<file path="config.mk">
export PLATFORM = sky130hd
export DESIGN_NAME = pkt_end_detect
export DESIGN_NICKNAME = d
export VERILOG_FILES = /design/src/rtl/gdet_pkg.sv /design/src/rtl/gdet_tick_gen.sv /design/src/rtl/gdet_ring_delta.sv /design/src/rtl/gdet_end_judge.sv /design/src/rtl/pkt_end_detect.sv
export SDC_FILE = /design/constraint.sdc
export NUM_CORES = 1
export LEC_CHECK = 0
export BUFFER_PORTS_ARGS = -buffer_cell sky130_fd_sc_hd__buf_2
export CAP_MARGIN = 10
export CORE_UTILIZATION = 30
export CTS_CLUSTER_DIAMETER = 120
export CTS_CLUSTER_SIZE = 16
export DETAILED_ROUTE_END_ITERATION = 10
export HOLD_SLACK_MARGIN = 0.08
export SLEW_MARGIN = 20
export SYNTH_ARGS = -nofsm -noshare
export SYNTH_HDL_FRONTEND = slang
export SYNTH_SLANG_ARGS = --single-unit
export TNS_END_PERCENT = 5
</file>
<file path="constraint.sdc">
create_clock -name clk_i -period 5.8 [get_ports clk_i]
set_input_delay 0.87 -clock clk_i [delete_from_list [all_inputs] [get_ports clk_i]]
set_output_delay 0.87 -clock clk_i [all_outputs]
set_load 0.01 [all_outputs]
</file>
<file path="src/rtl/gdet_pkg.sv">
package gdet_pkg;
  typedef enum logic [1:0] {
    GD_IDLE = 2'd0,
    GD_RUN  = 2'd1,
    GD_DONE = 2'd2
  } gd_state_e;
endpackage

</file>
<file path="src/rtl/gdet_tick_gen.sv">
module gdet_tick_gen #(
  parameter  int DIV = 8,
  localparam int CW  = (DIV > 1) ? $clog2(DIV) : 1
) (
  input  logic clk_i,
  input  logic rst_ni,
  input  logic clear_i,
  input  logic en_i,
  output logic tick_o
);
  logic [CW-1:0] cnt_q;
  localparam logic [CW-1:0] LAST = CW'(DIV - 1);

  always_ff @(posedge clk_i or negedge rst_ni) begin
    if (!rst_ni)      cnt_q <= '0;
    else if (clear_i) cnt_q <= '0;
    else if (en_i)    cnt_q <= (cnt_q == LAST) ? '0 : cnt_q + 1'b1;
  end

  assign tick_o = en_i && (cnt_q == LAST);
endmodule

</file>
<file path="src/rtl/gdet_ring_delta.sv">
module gdet_ring_delta #(
  parameter int DEPTH = 960,
  parameter int POS_W = $clog2(DEPTH)
) (
  input  logic [POS_W-1:0] cur_i,
  input  logic [POS_W-1:0] ref_i,
  output logic [POS_W-1:0] delta_o
);
  generate
    if (DEPTH == (1 << POS_W)) begin : g_pow2
      // natural wrap of the position width
      assign delta_o = cur_i - ref_i;
    end else begin : g_mod
      logic [POS_W:0] sum;
      always_comb begin
        if (cur_i >= ref_i) sum = {1'b0, cur_i} - {1'b0, ref_i};
        else                sum = {1'b0, cur_i} + (POS_W+1)'(DEPTH) - {1'b0, ref_i};
      end
      assign delta_o = sum[POS_W-1:0];
    end
  endgenerate
endmodule

</file>
<file path="src/rtl/gdet_end_judge.sv">
module gdet_end_judge #(
  parameter int NOW_W     = 17,
  parameter int TOT_W     = 27,
  parameter int EDGE_W    = 16,
  parameter int CMP_W     = 28,
  parameter int GAP_TICKS = 20,
  parameter int BG_SHIFT  = 8
) (
  input  logic [NOW_W-1:0]  now_i,
  input  logic [NOW_W-1:0]  gap_t_i,
  input  logic [TOT_W-1:0]  total_i,
  input  logic [EDGE_W-1:0] min_i,
  output logic              quiet_o,
  output logic              enough_o
);
  logic [NOW_W-1:0] since;
  logic [CMP_W-1:0] bg, need;

  assign since    = now_i - gap_t_i;
  assign quiet_o  = since > NOW_W'(GAP_TICKS);
  // background rollover entries expected for the elapsed time
  assign bg       = CMP_W'(now_i >> BG_SHIFT);
  assign need     = CMP_W'(min_i) + bg;
  assign enough_o = CMP_W'(total_i) >= need;
endmodule

</file>
<file path="src/rtl/pkt_end_detect.sv">
module pkt_end_detect
  import gdet_pkg::*;
#(
  parameter  int DEPTH         = 960,
  parameter  int TIME_W        = 16,
  parameter  int EDGE_W        = 16,
  parameter  int CLKS_PER_TICK = 8,
  parameter  int BUSY_THR      = 3,
  parameter  int GAP_TICKS     = 20,
  parameter  int BG_SHIFT      = 8,
  localparam int POS_W         = $clog2(DEPTH)
) (
  input  logic              clk_i,
  input  logic              rst_ni,
  input  logic              start_i,
  input  logic [EDGE_W-1:0] min_edges_i,
  input  logic [TIME_W-1:0] timeout_i,
  input  logic [POS_W-1:0]  wr_count_i,
  output logic              done_o,
  output logic              timed_out_o
);
  localparam int NOW_W = TIME_W + 1;
  localparam int TOT_W = TIME_W + POS_W + 1;
  localparam int CMP_W = ((EDGE_W > TOT_W) ? EDGE_W : TOT_W) + 1;

  gd_state_e         state_q;
  logic [NOW_W-1:0]  elapsed_q, gap_t_q, now;
  logic [POS_W-1:0]  gap_pos_q, delta;
  logic [TOT_W-1:0]  total_q;
  logic [EDGE_W-1:0] min_q;
  logic [TIME_W-1:0] tmo_q;
  logic              to_q, tick, busy, quiet, enough, running;

  assign running = (state_q == GD_RUN);
  assign now     = elapsed_q + 1'b1;

  gdet_tick_gen #(.DIV(CLKS_PER_TICK)) u_tick (
    .clk_i  (clk_i),
    .rst_ni (rst_ni),
    .clear_i(start_i),
    .en_i   (running),
    .tick_o (tick)
  );

  gdet_ring_delta #(.DEPTH(DEPTH), .POS_W(POS_W)) u_delta (
    .cur_i  (wr_count_i),
    .ref_i  (gap_pos_q),
    .delta_o(delta)
  );

  gdet_end_judge #(
    .NOW_W(NOW_W), .TOT_W(TOT_W), .EDGE_W(EDGE_W), .CMP_W(CMP_W),
    .GAP_TICKS(GAP_TICKS), .BG_SHIFT(BG_SHIFT)
  ) u_judge (
    .now_i   (now),
    .gap_t_i (gap_t_q),
    .total_i (total_q),
    .min_i   (min_q),
    .quiet_o (quiet),
    .enough_o(enough)
  );

  assign busy = delta > POS_W'(BUSY_THR);

  always_ff @(posedge clk_i or negedge rst_ni) begin
    if (!rst_ni) begin
      state_q   <= GD_IDLE;
      elapsed_q <= '0;
      gap_t_q   <= '0;
      gap_pos_q <= '0;
      total_q   <= '0;
      min_q     <= '0;
      tmo_q     <= '0;
      to_q      <= 1'b0;
    end else if (start_i) begin
      state_q   <= GD_RUN;
      elapsed_q <= '0;
      gap_t_q   <= '0;
      gap_pos_q <= wr_count_i;
      total_q   <= '0;
      min_q     <= min_edges_i;
      tmo_q     <= timeout_i;
      to_q      <= 1'b0;
    end else if (running && tick) begin
      elapsed_q <= now;
      if (now > {1'b0, tmo_q}) begin
        // timeout wins over a gap end on the same tick
        state_q <= GD_DONE;
        to_q    <= 1'b1;
      end else if (min_q != '0) begin
        if (busy) begin
          gap_t_q   <= now;
          gap_pos_q <= wr_count_i;
          total_q   <= total_q + TOT_W'(delta);
        end else if (quiet && enough) begin
          state_q <= GD_DONE;
        end
      end
    end
  end

  assign done_o      = (state_q == GD_DONE);
  assign timed_out_o = to_q;
endmodule

</file>
==> impl_metrics.prom, run 1 <==
# TYPE chip_impl_metric gauge
chip_impl_info{name="status",value="finished clean"} 1
chip_impl_metric{name="floorplan.core_area",unit="um2"} 28900
chip_impl_info{name="cpLargestDelayFamily",value="simple AND/OR/NAND/NOR gates"} 1
chip_impl_metric{name="synth.distinct_cells",unit=""} 77
chip_impl_info{name="crit_slowest_cell",value="sky130_fd_sc_hd__xnor2_1"} 1
chip_impl_metric{name="grt_max_degree",unit=""} 66
chip_impl_metric{name="worst_ir_drop_vdd",unit="mV"} 0.126
chip_impl_metric{name="fin_cells",unit=""} 1439
chip_impl_metric{name="antenna_found_initial",unit=""} 0
chip_impl_metric{name="h-tree-depth",unit=""} 3
chip_impl_metric{name="globalRoute.totalOverflow",unit=""} 0
chip_impl_info{name="cts-root-buf",value="sky130_fd_sc_hd__clkbuf_16"} 1
chip_impl_metric{name="maxClockFrequency",unit="GHz"} 0.182
chip_impl_metric{name="setup_total_negative_slack",unit="ns"} 0
chip_impl_metric{name="detail_route.iter0.violations",unit=""} 514
chip_impl_info{name="path_class",value="flop to flop"} 1
chip_impl_metric{name="final_max_slew_viol_count",unit=""} 0
chip_impl_metric{name="hpwl",unit="um"} 16900
chip_impl_info{name="min-delay-path-class",value="flop to flop"} 1
chip_impl_metric{name="detail_route_antenna_nets",unit=""} 0
chip_impl_metric{name="nNetsFinal",unit=""} 1198
chip_impl_info{name="reg2reg_from",value="elapsed_q[0]"} 1
chip_impl_metric{name="worst_slew_pin_slew",unit="ns"} 0.795
chip_impl_info{name="layout_common_cells",value="109 x sky130_fd_sc_hd__dfrtp_1, 93 x sky130_fd_sc_hd__ha_1, 92 x sky130_fd_sc_hd__inv_1, 84 x sky130_fd_sc_hd__a21oi_1, 65 x sky130_fd_sc_hd__nand2_1"} 1
chip_impl_metric{name="die_width",unit="um"} 174
chip_impl_metric{name="globalRouteTotalUtil",unit="%"} 15.1
chip_impl_metric{name="antennaDiodeCount",unit=""} 0
chip_impl_metric{name="power.density",unit="nW/um2"} 205
chip_impl_metric{name="port_buffers",unit=""} 46
chip_impl_metric{name="timing.max_cap.violations",unit=""} 0
chip_impl_info{name="postSynth.topFlopCell",value="sky130_fd_sc_hd__dfrtp_1"} 1
chip_impl_metric{name="timing.clock.skew",unit="ns"} 0.0103
chip_impl_metric{name="grt_first_pass_wirelength",unit="um"} 37300
chip_impl_metric{name="cts.path.max_buffers",unit=""} 2
chip_impl_metric{name="synth_area_per_cell",unit="um2"} 8.74
chip_impl_metric{name="detail_route.vias_per_cell",unit=""} 5.18
chip_impl_metric{name="r2r_cells",unit=""} 23
chip_impl_metric{name="numCtsBuffers",unit=""} 9
chip_impl_metric{name="post_synth_inst_count",unit=""} 1014
chip_impl_metric{name="syn_nets",unit=""} 1162
chip_impl_metric{name="post-layout-total-power",unit="mW"} 2.02
chip_impl_metric{name="n_fill_cell",unit=""} 3051
chip_impl_metric{name="timing.critical_path.depth",unit=""} 23
chip_impl_metric{name="syn_area",unit="um2"} 8860
chip_impl_metric{name="die_y",unit="um"} 174
chip_impl_metric{name="floorplan.rows",unit=""} 62
chip_impl_metric{name="initial_core_util",unit="%"} 30.7
chip_impl_metric{name="finish.utilization",unit="%"} 34.1
chip_impl_metric{name="drive_gt1_share",unit="%"} 10.8
chip_impl_metric{name="post_drt_wl_per_cell",unit="um"} 15.3
chip_impl_metric{name="final-setup-viol-count",unit=""} 0
chip_impl_info{name="hold_path_startpoint",value="gap_pos_q[9]"} 1
chip_impl_metric{name="worstPathArrival",unit="ns"} 5.74
chip_impl_metric{name="register_bit_total_from_synthesis",unit=""} 109
chip_impl_metric{name="num_vias",unit=""} 7460
chip_impl_info{name="setup.worst_path.end_class",value="flop"} 1
chip_impl_metric{name="final.period_utilization",unit="%"} 94.6
chip_impl_metric{name="max-slew-margin-rel",unit="%"} 47.0
chip_impl_info{name="final_common_cell",value="sky130_fd_sc_hd__dfrtp_1"} 1
chip_impl_metric{name="number_of_flops_mapped_to_enable_cells_by_yosys",unit=""} 0
chip_impl_info{name="crit_start",value="elapsed_q[0]"} 1
chip_impl_metric{name="slowest_delay",unit="ns"} 0.55
chip_impl_metric{name="detailedRoute.firstPassIterationCount",unit=""} 5
chip_impl_metric{name="wirelength_routed",unit="um"} 22100
chip_impl_metric{name="critical_path.max_fanout",unit=""} 6
chip_impl_info{name="tritoncts",value="built"} 1
chip_impl_metric{name="drc_violation_count_after_routing",unit=""} 0
chip_impl_metric{name="seq_area_frac_synth",unit="%"} 30.8
chip_impl_metric{name="min_delay_path_depth",unit=""} 1
chip_impl_metric{name="worst_ep_required",unit="ns"} 6.05
chip_impl_metric{name="routabilityCongestion",unit=""} 0.883
chip_impl_metric{name="post_place_cells",unit=""} 1423
chip_impl_metric{name="design.portCount",unit=""} 47
chip_impl_metric{name="design.die.area",unit="um2"} 30200
chip_impl_metric{name="clk_pin_slew",unit="ns"} 0.07
chip_impl_metric{name="finalHoldViolations",unit=""} 0
chip_impl_metric{name="syn2layout_area_growth",unit="%"} 10.9
chip_impl_metric{name="synth-async-reset-ratio",unit="%"} 100
chip_impl_metric{name="min_period",unit="ns"} 5.49
chip_impl_metric{name="leakagePower",unit="nW"} 4.42
chip_impl_info{name="timing.critical_path.cells",value="nand3_1, nor4_1, buf_4, nand3_1, or2_1, xnor2_1, ha_1, nand3_1, nand2_1, a41o_1, nand2_1, nand2_1, a21oi_1, xor2_1, ha_1, nand4_1, or4_1, o21ai_0, o221ai_1, nand2b_1, a31oi_1, o41a_1, a21o_1"} 1
chip_impl_info{name="rsz0062_at_grt",value="no"} 1
chip_impl_metric{name="path_buf_inv",unit=""} 1
chip_impl_metric{name="yosysWarnings",unit=""} 0
chip_impl_info{name="worst_setup_path_start_kind",value="flop"} 1
chip_impl_metric{name="clock_latency_on_the_worst_skew_pair",unit="ns"} 0.36
chip_impl_metric{name="clkSinkCount",unit=""} 109
chip_impl_metric{name="first_global_vias",unit=""} 7268
[cell type report]
| cell class | count | area (um2) | area share, % |
|---|---|---|---|
| multi-input cells | 775 | 5610 | 57.1 |
| flip-flops and latches | 109 | 2730 | 27.7 |
| well taps | 384 | 480 | 4.89 |
| repair buffers | 62 | 355 | 3.61 |
| inverters | 93 | 349 | 3.55 |
| clock buffers | 11 | 243 | 2.47 |
| clock inverters | 5 | 63.8 | 0.649 |
[cell families after synthesis]
| kind of cell | Yosys count | share of synthesized area, % |
|---|---|---|
| flops | 109 | 30.8 |
| compound gates | 253 | 18.4 |
| simple gates | 315 | 18.3 |
| buf+inv | 130 | 6.07 |
| mux | 36 | 4.40 |
| fa+ha+maj | 103 | 15.4 |
| xor+xnor | 68 | 6.72 |
[cell usage after synthesis, types with 6 or more instances]
library cell | count | share of area [%]
sky130_fd_sc_hd__mux2i_1 | 12 | 1.4
sky130_fd_sc_hd__inv_1 | 92 | 3.9
sky130_fd_sc_hd__o211ai_1 | 11 | 0.93
sky130_fd_sc_hd__clkbuf_1 | 19 | 0.80
sky130_fd_sc_hd__and3_1 | 12 | 0.85
sky130_fd_sc_hd__xor2_1 | 25 | 2.5
sky130_fd_sc_hd__nand2b_1 | 16 | 1.1
sky130_fd_sc_hd__nor2b_1 | 11 | 0.78
sky130_fd_sc_hd__nor4_1 | 12 | 0.85
sky130_fd_sc_hd__dfrtp_1 | 109 | 31
sky130_fd_sc_hd__a31oi_1 | 6 | 0.42
sky130_fd_sc_hd__nand3_1 | 30 | 1.7
sky130_fd_sc_hd__buf_2 | 7 | 0.40
sky130_fd_sc_hd__mux2_2 | 18 | 2.3
sky130_fd_sc_hd__ha_1 | 93 | 13
sky130_fd_sc_hd__nor3_1 | 48 | 2.7
sky130_fd_sc_hd__or3_1 | 11 | 0.78
sky130_fd_sc_hd__o21a_1 | 9 | 0.76
sky130_fd_sc_hd__o21ai_1 | 18 | 1.0
sky130_fd_sc_hd__xnor2_1 | 43 | 4.2
sky130_fd_sc_hd__mux2_1 | 6 | 0.76
sky130_fd_sc_hd__a21o_1 | 11 | 0.93
sky130_fd_sc_hd__nand2_1 | 65 | 2.8
sky130_fd_sc_hd__a211oi_1 | 11 | 0.93
sky130_fd_sc_hd__o31ai_1 | 17 | 1.4
sky130_fd_sc_hd__o21ai_0 | 45 | 2.5
sky130_fd_sc_hd__a21oi_1 | 84 | 4.7
sky130_fd_sc_hd__nand4_1 | 15 | 1.1
sky130_fd_sc_hd__nor2_1 | 61 | 2.6
sky130_fd_sc_hd__fa_1 | 10 | 2.3
sky130_fd_sc_hd__or4_1 | 15 | 1.3
[flip-flops by register name, indices dropped and copies added, names as in the netlist]
| signal | count |
|---|---|
| state_q | 2 |
| timed_out_o | 1 |
| gap_pos_q | 10 |
| total_q | 27 |
| min_q | 16 |
| u_tick.cnt_q | 3 |
| tmo_q | 16 |
| gap_t_q | 17 |
| elapsed_q | 17 |
[layer usage]
layer | part of all wire, % | up-vias | track usage [%]
met4 | 0.98 | 0 | 3.07
met5 | 0 | - | 0
li1 | - | 3706 | -
met3 | 4.3 | 19 | 2.24
met1 | 50 | 3592 | 21.8
met2 | 44 | 143 | 23.7
[metrics by stage]
| stage | setup slack, ns | hold slack, ns | area [um2] |
|---|---|---|---|
| after global placement | 0.370 | 0.474 | 9510 |
| after detailed placement | 0.274 | 0.483 | 9510 |
| after global routing | 0.0268 | 0.521 | 9830 |
| final | 0.313 | 0.497 | 9830 |
| after floorplan | 0.741 | 0.464 | 8860 |
| after CTS | 0.248 | 0.499 | 9820 |
[final timing paths]
check / slack [ns] / to
setup / recovery: 0.31 / state_q[0]
hold / removal: 0.50 / gap_pos_q[9]
setup reg to reg: 0.31 / state_q[0]
hold reg to reg: 0.50 / gap_pos_q[9]
max in group asynchronous: 4.05 / tmo_q[12]
min in group asynchronous: 0.56 / gap_pos_q[4]
[worst register-to-register path, stage by stage, from the launching register on]
cell                       delay, ns
sky130_fd_sc_hd__dfrtp_1        0.46
sky130_fd_sc_hd__nand3_1        0.24
sky130_fd_sc_hd__nor4_1         0.33
sky130_fd_sc_hd__buf_4          0.17
sky130_fd_sc_hd__nand3_1        0.13
sky130_fd_sc_hd__or2_1          0.31
sky130_fd_sc_hd__xnor2_1        0.55
sky130_fd_sc_hd__ha_1           0.42
sky130_fd_sc_hd__nand3_1        0.11
sky130_fd_sc_hd__nand2_1        0.05
sky130_fd_sc_hd__a41o_1         0.23
sky130_fd_sc_hd__nand2_1        0.10
sky130_fd_sc_hd__nand2_1        0.06
sky130_fd_sc_hd__a21oi_1        0.17
sky130_fd_sc_hd__xor2_1         0.11
sky130_fd_sc_hd__ha_1           0.30
sky130_fd_sc_hd__nand4_1        0.12
sky130_fd_sc_hd__or4_1          0.53
sky130_fd_sc_hd__o21ai_0        0.16
sky130_fd_sc_hd__o221ai_1       0.14
sky130_fd_sc_hd__nand2b_1       0.09
sky130_fd_sc_hd__a31oi_1        0.12
sky130_fd_sc_hd__o41a_1         0.32
sky130_fd_sc_hd__a21o_1         0.15
[what timing repair did]
item / CTS / global route
resized for setup: 0 / 3
endpoints found under the setup margin: 0 / 2
buffers inserted: 0 / 0
hold buffers: 0 / 0
[power by group]
group	leakage, nW	internal, mW	switching, mW
combinational	2.85	0.227	0.309
sequential	1.43	0.791	0.0296
clock	0.147	0.353	0.310
total	4.42	1.37	0.649
Note: power is estimated with default switching activity, not from simulation.
==> run 2: changes to the inputs <==
Settings changed: CTS_BUF_LIST set to sky130_fd_sc_hd__clkbuf_8.
==> run 2 against run 1 <==
Against the previous run: via count decreased by 0.56%; sequential cell count unchanged; cell count unchanged; hold slack improved by 0.0080 ns; fmax increased by 0.45%; worst setup slack improved by 0.024 ns; total power decreased by 7.7%.
==> impl_metrics.prom, run 2 (synthesis results as in run 1) <==
# TYPE chip_impl_metric gauge
chip_impl_info{name="status",value="finished clean"} 1
chip_impl_metric{name="final-setup-viol-count",unit=""} 0
chip_impl_metric{name="setup_total_negative_slack",unit="ns"} 0
chip_impl_metric{name="worst_slew_pin_slew",unit="ns"} 0.784
chip_impl_metric{name="timing.max_cap.violations",unit=""} 0
chip_impl_info{name="reg_top3",value="total_q x27, elapsed_q x17, gap_t_q x17"} 1
chip_impl_info{name="worst_setup_path_start_kind",value="flop"} 1
chip_impl_info{name="tritoncts",value="built"} 1
chip_impl_metric{name="floorplan.core_area",unit="um2"} 28900
chip_impl_metric{name="post_cts.repair.setup_buffers",unit=""} 0
chip_impl_metric{name="antenna_found_initial",unit=""} 0
chip_impl_metric{name="hpwl",unit="um"} 16900
chip_impl_info{name="cpLargestDelayFamily",value="simple AND/OR/NAND/NOR gates"} 1
chip_impl_metric{name="path_buf_inv",unit=""} 1
chip_impl_metric{name="floorplan.rows",unit=""} 62
chip_impl_metric{name="holdBufCountCts",unit=""} 0
chip_impl_info{name="min-delay-path-class",value="flop to flop"} 1
chip_impl_metric{name="final_max_slew_viol_count",unit=""} 0
chip_impl_metric{name="finalHoldViolations",unit=""} 0
chip_impl_metric{name="clock_latency_on_the_worst_skew_pair",unit="ns"} 0.39
chip_impl_metric{name="grt_first_pass_wirelength",unit="um"} 37200
chip_impl_metric{name="worst_ir_drop_vdd",unit="mV"} 0.104
chip_impl_metric{name="design.portCount",unit=""} 47
chip_impl_metric{name="finish.utilization",unit="%"} 33.7
chip_impl_metric{name="die_y",unit="um"} 174
chip_impl_metric{name="numCtsBuffers",unit=""} 9
chip_impl_metric{name="die_width",unit="um"} 174
chip_impl_metric{name="first_global_vias",unit=""} 7254
chip_impl_metric{name="wirelength_routed",unit="um"} 22100
chip_impl_metric{name="pre_cts_slack",unit="ns"} 0.274
chip_impl_metric{name="drc_violation_count_after_routing",unit=""} 0
chip_impl_info{name="path_class",value="flop to flop"} 1
chip_impl_metric{name="drive_gt1_share",unit="%"} 10.8
chip_impl_metric{name="post-layout-total-power",unit="mW"} 1.86
chip_impl_metric{name="leakagePower",unit="nW"} 4.38
chip_impl_metric{name="min_period",unit="ns"} 5.46
chip_impl_metric{name="detail_route.iter0.violations",unit=""} 531
chip_impl_metric{name="num_vias",unit=""} 7418
chip_impl_metric{name="detailedRoute.firstPassIterationCount",unit=""} 5
chip_impl_metric{name="n_fill_cell",unit=""} 3060
chip_impl_info{name="crit_start",value="elapsed_q[0]"} 1
chip_impl_metric{name="initial_core_util",unit="%"} 30.7
chip_impl_metric{name="power.density",unit="nW/um2"} 192
chip_impl_metric{name="h-tree-depth",unit=""} 3
chip_impl_info{name="final_common_cell",value="sky130_fd_sc_hd__dfrtp_1"} 1
chip_impl_info{name="hold_path_startpoint",value="gap_pos_q[9]"} 1
chip_impl_metric{name="grt_max_degree",unit=""} 66
chip_impl_metric{name="critical_path.max_fanout",unit=""} 6
chip_impl_info{name="timing.critical_path.cells",value="nand3_1, nor4_1, buf_4, nand3_1, or2_1, xnor2_1, ha_1, nand3_1, nand2_1, a41o_1, nand2_1, nand2_1, a21oi_1, xor2_1, ha_1, nand4_1, or4_1, o21ai_0, o221ai_1, nand2b_1, a31oi_1, o41a_1, a21o_1"} 1
chip_impl_metric{name="worstPathArrival",unit="ns"} 5.75
chip_impl_metric{name="syn2layout_area_growth",unit="%"} 9.80
chip_impl_metric{name="setup_slack",unit="ns"} 0.337
chip_impl_metric{name="port_buffers",unit=""} 46
chip_impl_metric{name="cts.path.max_buffers",unit=""} 2
chip_impl_info{name="rsz0062_at_grt",value="no"} 1
chip_impl_metric{name="worst_ep_required",unit="ns"} 6.09
chip_impl_info{name="setup.worst_path.end_class",value="flop"} 1
chip_impl_info{name="max_flop_register",value="total_q"} 1
chip_impl_info{name="crit_slowest_cell",value="sky130_fd_sc_hd__or4_1"} 1
chip_impl_metric{name="largest_reg_flops",unit=""} 27
chip_impl_metric{name="post_drt_wl_per_cell",unit="um"} 15.3
chip_impl_info{name="cts-root-buf",value="sky130_fd_sc_hd__clkbuf_8"} 1
chip_impl_metric{name="antennaDiodeCount",unit=""} 0
chip_impl_metric{name="globalRoute.totalOverflow",unit=""} 0
chip_impl_info{name="reg2reg_from",value="elapsed_q[0]"} 1
chip_impl_metric{name="maxClockFrequency",unit="GHz"} 0.183
chip_impl_metric{name="final.period_utilization",unit="%"} 94.2
chip_impl_info{name="layout_common_cells",value="109 x sky130_fd_sc_hd__dfrtp_1, 93 x sky130_fd_sc_hd__inv_1, 93 x sky130_fd_sc_hd__ha_1, 84 x sky130_fd_sc_hd__a21oi_1, 65 x sky130_fd_sc_hd__nand2_1"} 1
chip_impl_metric{name="slowest_delay",unit="ns"} 0.53
chip_impl_metric{name="nNetsFinal",unit=""} 1198
chip_impl_metric{name="design.die.area",unit="um2"} 30200
chip_impl_metric{name="timing.clock.skew",unit="ns"} 0.0133
chip_impl_metric{name="routabilityCongestion",unit=""} 0.883
chip_impl_metric{name="detail_route_antenna_nets",unit=""} 0
chip_impl_metric{name="detail_route.vias_per_cell",unit=""} 5.15
chip_impl_metric{name="globalRouteTotalUtil",unit="%"} 15.1
chip_impl_metric{name="clkSinkCount",unit=""} 109
chip_impl_metric{name="clk_pin_slew",unit="ns"} 0.11
chip_impl_metric{name="max-slew-margin-rel",unit="%"} 47.8
-- run 2: changes by cell type in the layout (fill, tap and decap cells not counted) --
| cell | before | now |
|---|---|---|
| sky130_fd_sc_hd__clkbuf_1 | 1 | 0 |
| sky130_fd_sc_hd__clkbuf_16 | 9 | 0 |
| sky130_fd_sc_hd__clkbuf_8 | 1 | 10 |
| sky130_fd_sc_hd__inv_1 | 92 | 93 |
-- run 2: path summary, 6_finish.rpt --
kind / end / slack, ns / cells after the start
setup / recovery: state_q[0] / 0.34 / 23
hold / removal: gap_pos_q[9] / 0.51 / 1
setup reg to reg: state_q[0] / 0.34 / 23
hold reg to reg: gap_pos_q[9] / 0.51 / 1
max in group asynchronous: tmo_q[12] / 4.09 / 2
min in group asynchronous: gap_pos_q[4] / 0.52 / 1
-- run 2: final cells by class --
cell class | instances | area (um2) | share of cell area, %
clock buffer | 10 | 138 | 1.41
multi-input combinational | 775 | 5610 | 57.7
clock inverter | 6 | 67.6 | 0.694
tap | 384 | 480 | 4.94
sequential | 109 | 2730 | 28.0
timing repair buffer | 62 | 355 | 3.65
inverter | 93 | 349 | 3.59
-- run 2: power breakdown --
| group | switching [mW] | total (mW) | leakage (nW) | internal [mW] |
|---|---|---|---|---|
| Sequential | 0.0298 | 0.821 | 1.43 | 0.791 |
| Combinational | 0.309 | 0.536 | 2.85 | 0.227 |
| Clock | 0.292 | 0.508 | 0.105 | 0.215 |
| Total | 0.632 | 1.86 | 4.38 | 1.23 |
-- run 2: repair_timing --
action	in CTS	in global routing
gates resized for setup	0	3
endpoints found under the setup margin	0	2
hold endpoints to repair	0	0
-- run 2: metal layers --
metal	global-route usage (%)	part of all wire, %	up-vias
met5	0	0	-
met4	2.85	0.87	0
met3	2.19	3.9	15
met2	23.9	45	150
met1	21.7	51	3555
li1	-	-	3698
-- run 2: metrics by stage --
| step | instance area, um2 | instances | hold WS (ns) |
|---|---|---|---|
| floorplan | 8860 | 1014 | 0.464 |
| global placement | 9510 | 1423 | 0.474 |
| detailed placement | 9510 | 1423 | 0.483 |
| CTS | 9710 | 1439 | 0.508 |
| global route | 9730 | 1439 | 0.530 |
| finish | 9730 | 1439 | 0.505 |
-- run 2: worst reg2reg max path, delay by kind of cell, from the launching register on --
| kind | cells | cell delay [ns] |
|---|---|---|
| simple gates | 11 | 2.07 |
| compound gates | 7 | 1.29 |
| fa+ha+maj | 2 | 0.72 |
| xor+xnor | 2 | 0.63 |
| flops | 1 | 0.46 |
| buf+inv | 1 | 0.17 |
==> run 3: changes to the inputs <==
==> constraint.sdc (replaced) <==
create_clock -name clk_i -period 5.8 [get_ports clk_i]
set_input_delay 0.29 -clock clk_i [delete_from_list [all_inputs] [get_ports clk_i]]
set_output_delay 0.29 -clock clk_i [all_outputs]
set_load 0.01 [all_outputs]
==> run 3 against run 2 <==
Against the previous run: sequential share of layout area hardly changed; combinational power is essentially flat; clock skew is 0.0045 ns higher; highest routed layer unchanged; core utilization is essentially flat; non-clock buffer count unchanged; clock-buffer cell count shrank 1; worst setup slack got worse by 0.011 ns; critical endpoint unchanged; global-route usage is 0.051 points higher.
==> impl_metrics.prom, run 3 (synthesis results as in run 1) <==
# TYPE chip_impl_metric gauge
chip_impl_info{name="status",value="finished clean"} 1
chip_impl_metric{name="grt_first_pass_wirelength",unit="um"} 37300
chip_impl_metric{name="detailedRoute.firstPassIterationCount",unit=""} 5
chip_impl_metric{name="leakagePower",unit="nW"} 4.38
chip_impl_metric{name="whs",unit="ns"} 0.0930
chip_impl_metric{name="fin_cells",unit=""} 1440
chip_impl_metric{name="worst_slew_pin_slew",unit="ns"} 0.872
chip_impl_metric{name="hpwl",unit="um"} 16900
chip_impl_info{name="rsz0062_at_grt",value="no"} 1
chip_impl_metric{name="drive_gt1_share",unit="%"} 11.1
chip_impl_info{name="max_flop_register",value="total_q"} 1
chip_impl_metric{name="setup_total_negative_slack",unit="ns"} 0
chip_impl_metric{name="routabilityCongestion",unit=""} 0.851
chip_impl_metric{name="post_drt_wl_per_cell",unit="um"} 15.5
chip_impl_info{name="path_class",value="flop to flop"} 1
chip_impl_info{name="globalRoute.busiestLayer",value="met2"} 1
chip_impl_metric{name="worst_ir_drop_vdd",unit="mV"} 0.123
chip_impl_metric{name="die_width",unit="um"} 174
chip_impl_metric{name="detail_route.vias_per_cell",unit=""} 5.16
chip_impl_metric{name="globalRoute.totalOverflow",unit=""} 0
chip_impl_metric{name="floorplan.core_area",unit="um2"} 28900
chip_impl_info{name="reg_top3",value="total_q x27, elapsed_q x17, gap_t_q x17"} 1
chip_impl_metric{name="met1_usage",unit="%"} 21.7
chip_impl_metric{name="final.period_utilization",unit="%"} 94.4
chip_impl_metric{name="maxClockFrequency",unit="GHz"} 0.183
chip_impl_metric{name="drc_violation_count_after_routing",unit=""} 0
chip_impl_metric{name="finish.utilization",unit="%"} 33.8
chip_impl_metric{name="final-setup-viol-count",unit=""} 0
chip_impl_metric{name="num_vias",unit=""} 7435
chip_impl_metric{name="first_global_vias",unit=""} 7267
chip_impl_info{name="final_common_cell",value="sky130_fd_sc_hd__dfrtp_1"} 1
chip_impl_metric{name="die_y",unit="um"} 174
chip_impl_metric{name="timing.clock.skew",unit="ns"} 0.0177
chip_impl_metric{name="h-tree-depth",unit=""} 3
chip_impl_metric{name="detail_route_antenna_nets",unit=""} 0
chip_impl_metric{name="finalHoldViolations",unit=""} 0
chip_impl_metric{name="clk_pin_slew",unit="ns"} 0.12
chip_impl_metric{name="final_max_slew_viol_count",unit=""} 0
chip_impl_info{name="tritoncts",value="built"} 1
chip_impl_metric{name="initial_core_util",unit="%"} 30.7
chip_impl_metric{name="numCtsBuffers",unit=""} 9
chip_impl_metric{name="syn2layout_area_growth",unit="%"} 9.93
chip_impl_metric{name="worst_ep_required",unit="ns"} 6.09
chip_impl_metric{name="nNetsFinal",unit=""} 1198
chip_impl_info{name="min-delay-path-class",value="input pin to flop"} 1
chip_impl_metric{name="post_cts.repair.setup_buffers",unit=""} 0
chip_impl_metric{name="wirelength_routed",unit="um"} 22300
chip_impl_metric{name="gr-usage-met3",unit="%"} 2.41
chip_impl_metric{name="post_place_cells",unit=""} 1421
chip_impl_metric{name="power.density",unit="nW/um2"} 187
chip_impl_metric{name="cts.path.max_buffers",unit=""} 2
chip_impl_metric{name="timing.max_cap.violations",unit=""} 0
chip_impl_metric{name="min_period",unit="ns"} 5.47
chip_impl_metric{name="port_buffers",unit=""} 46
chip_impl_metric{name="grt_max_degree",unit=""} 70
chip_impl_metric{name="design.portCount",unit=""} 47
chip_impl_metric{name="clock_latency_on_the_worst_skew_pair",unit="ns"} 0.40
chip_impl_metric{name="critical_path.max_fanout",unit=""} 6
chip_impl_metric{name="globalRouteTotalUtil",unit="%"} 15.1
chip_impl_metric{name="worstPathArrival",unit="ns"} 5.76
chip_impl_info{name="worst_setup_path_start_kind",value="flop"} 1
chip_impl_metric{name="clkSinkCount",unit=""} 109
chip_impl_metric{name="max-slew-margin-rel",unit="%"} 41.9
chip_impl_metric{name="largest_reg_flops",unit=""} 27
chip_impl_info{name="setup.worst_path.end_class",value="flop"} 1
chip_impl_metric{name="detail_route.iter0.violations",unit=""} 440
chip_impl_metric{name="floorplan.rows",unit=""} 62
chip_impl_metric{name="antenna_found_initial",unit=""} 1
chip_impl_info{name="cts-root-buf",value="sky130_fd_sc_hd__clkbuf_8"} 1
chip_impl_metric{name="use_met2",unit="%"} 23.7
chip_impl_metric{name="design.die.area",unit="um2"} 30200
chip_impl_info{name="layout_common_cells",value="108 x sky130_fd_sc_hd__dfrtp_1, 93 x sky130_fd_sc_hd__inv_1, 93 x sky130_fd_sc_hd__ha_1, 84 x sky130_fd_sc_hd__a21oi_1, 65 x sky130_fd_sc_hd__nand2_1"} 1
## run 3: cell types whose count changed in the layout (fill, tap and decap cells not counted), sizes merged
cell	before	now
buf	62	60
bufinv	1	0
clkbuf	10	9
clkinv	0	2
clkinvlp	1	2
diode	0	1
dlygate4sd3	0	2
inv	97	96
## run 3: what timing repair did
item | CTS | global route
gates resized for setup | 0 | 8
hold buffers | 2 | 0
hold endpoints to repair | 55 | 0
setup endpoints to repair | 0 | 2
## run 3: worst paths after layout
kind	start	end	slack [ns]	cells after the start
min in group asynchronous	rst_ni	gap_pos_q[3]	0.48	2
min reg2reg	gap_pos_q[9]	gap_pos_q[9]	0.50	1
min	timeout_i[5]	tmo_q[5]	0.09	3
max in group asynchronous	rst_ni	elapsed_q[0]	4.04	3
max	elapsed_q[0]	state_q[0]	0.33	23
max reg2reg	elapsed_q[0]	state_q[0]	0.33	23
## run 3: final cells by class
cell class                      instances  area, um2
Multi-Input combinational cell        775       5640
Clock buffer                            9        124
Tap cell                              384        480
Inverter                               93        349
Antenna cell                            1       2.50
Sequential cell                       109       2730
Timing Repair Buffer                   62        360
Clock inverter                          7       58.8
Fill cell                            3020      19100
## run 3: metrics by stage
| step | area (um2) | total power, mW | setup WS, ns |
|---|---|---|---|
| detailed placement | 9490 | 1.37 | 0.145 |
| finish | 9740 | 1.82 | 0.326 |
| global placement | 9490 | 1.36 | 0.290 |
| floorplan | 8860 | 1.22 | 0.741 |
| global route | 9740 | 1.94 | 0.0117 |
| CTS | 9700 | 1.84 | 0.0709 |
## run 3: power by group
| group | internal (mW) | total, mW | switching (mW) |
|---|---|---|---|
| registers | 0.791 | 0.821 | 0.0298 |
| clock network | 0.163 | 0.468 | 0.305 |
| logic | 0.224 | 0.536 | 0.312 |
## run 3: per-layer routing
metal,vias up,wire (um)
li1,3696,-
met1,3576,11300
met2,144,9790
met3,19,873
met4,0,284
met5,-,0
## run 3: critical path, cell delays in order, from the launching register on
cell	delay (ns)
sky130_fd_sc_hd__dfrtp_2	0.44
sky130_fd_sc_hd__ha_1	0.26
sky130_fd_sc_hd__nand3_2	0.18
sky130_fd_sc_hd__nor3_4	0.27
sky130_fd_sc_hd__nand3_1	0.17
sky130_fd_sc_hd__or2_2	0.37
sky130_fd_sc_hd__xnor2_1	0.16
sky130_fd_sc_hd__ha_1	0.33
sky130_fd_sc_hd__inv_1	0.07
sky130_fd_sc_hd__o21bai_1	0.22
sky130_fd_sc_hd__a211oi_2	0.12
sky130_fd_sc_hd__o31ai_2	0.33
sky130_fd_sc_hd__and2_1	0.22
sky130_fd_sc_hd__nand2_1	0.07
sky130_fd_sc_hd__xor2_1	0.15
sky130_fd_sc_hd__ha_1	0.33
sky130_fd_sc_hd__nand4_1	0.10
sky130_fd_sc_hd__or4_1	0.51
sky130_fd_sc_hd__o21ai_0	0.19
sky130_fd_sc_hd__o221ai_1	0.14
sky130_fd_sc_hd__nand2b_1	0.08
sky130_fd_sc_hd__a31oi_1	0.15
sky130_fd_sc_hd__o41a_1	0.34
sky130_fd_sc_hd__a21o_1	0.15
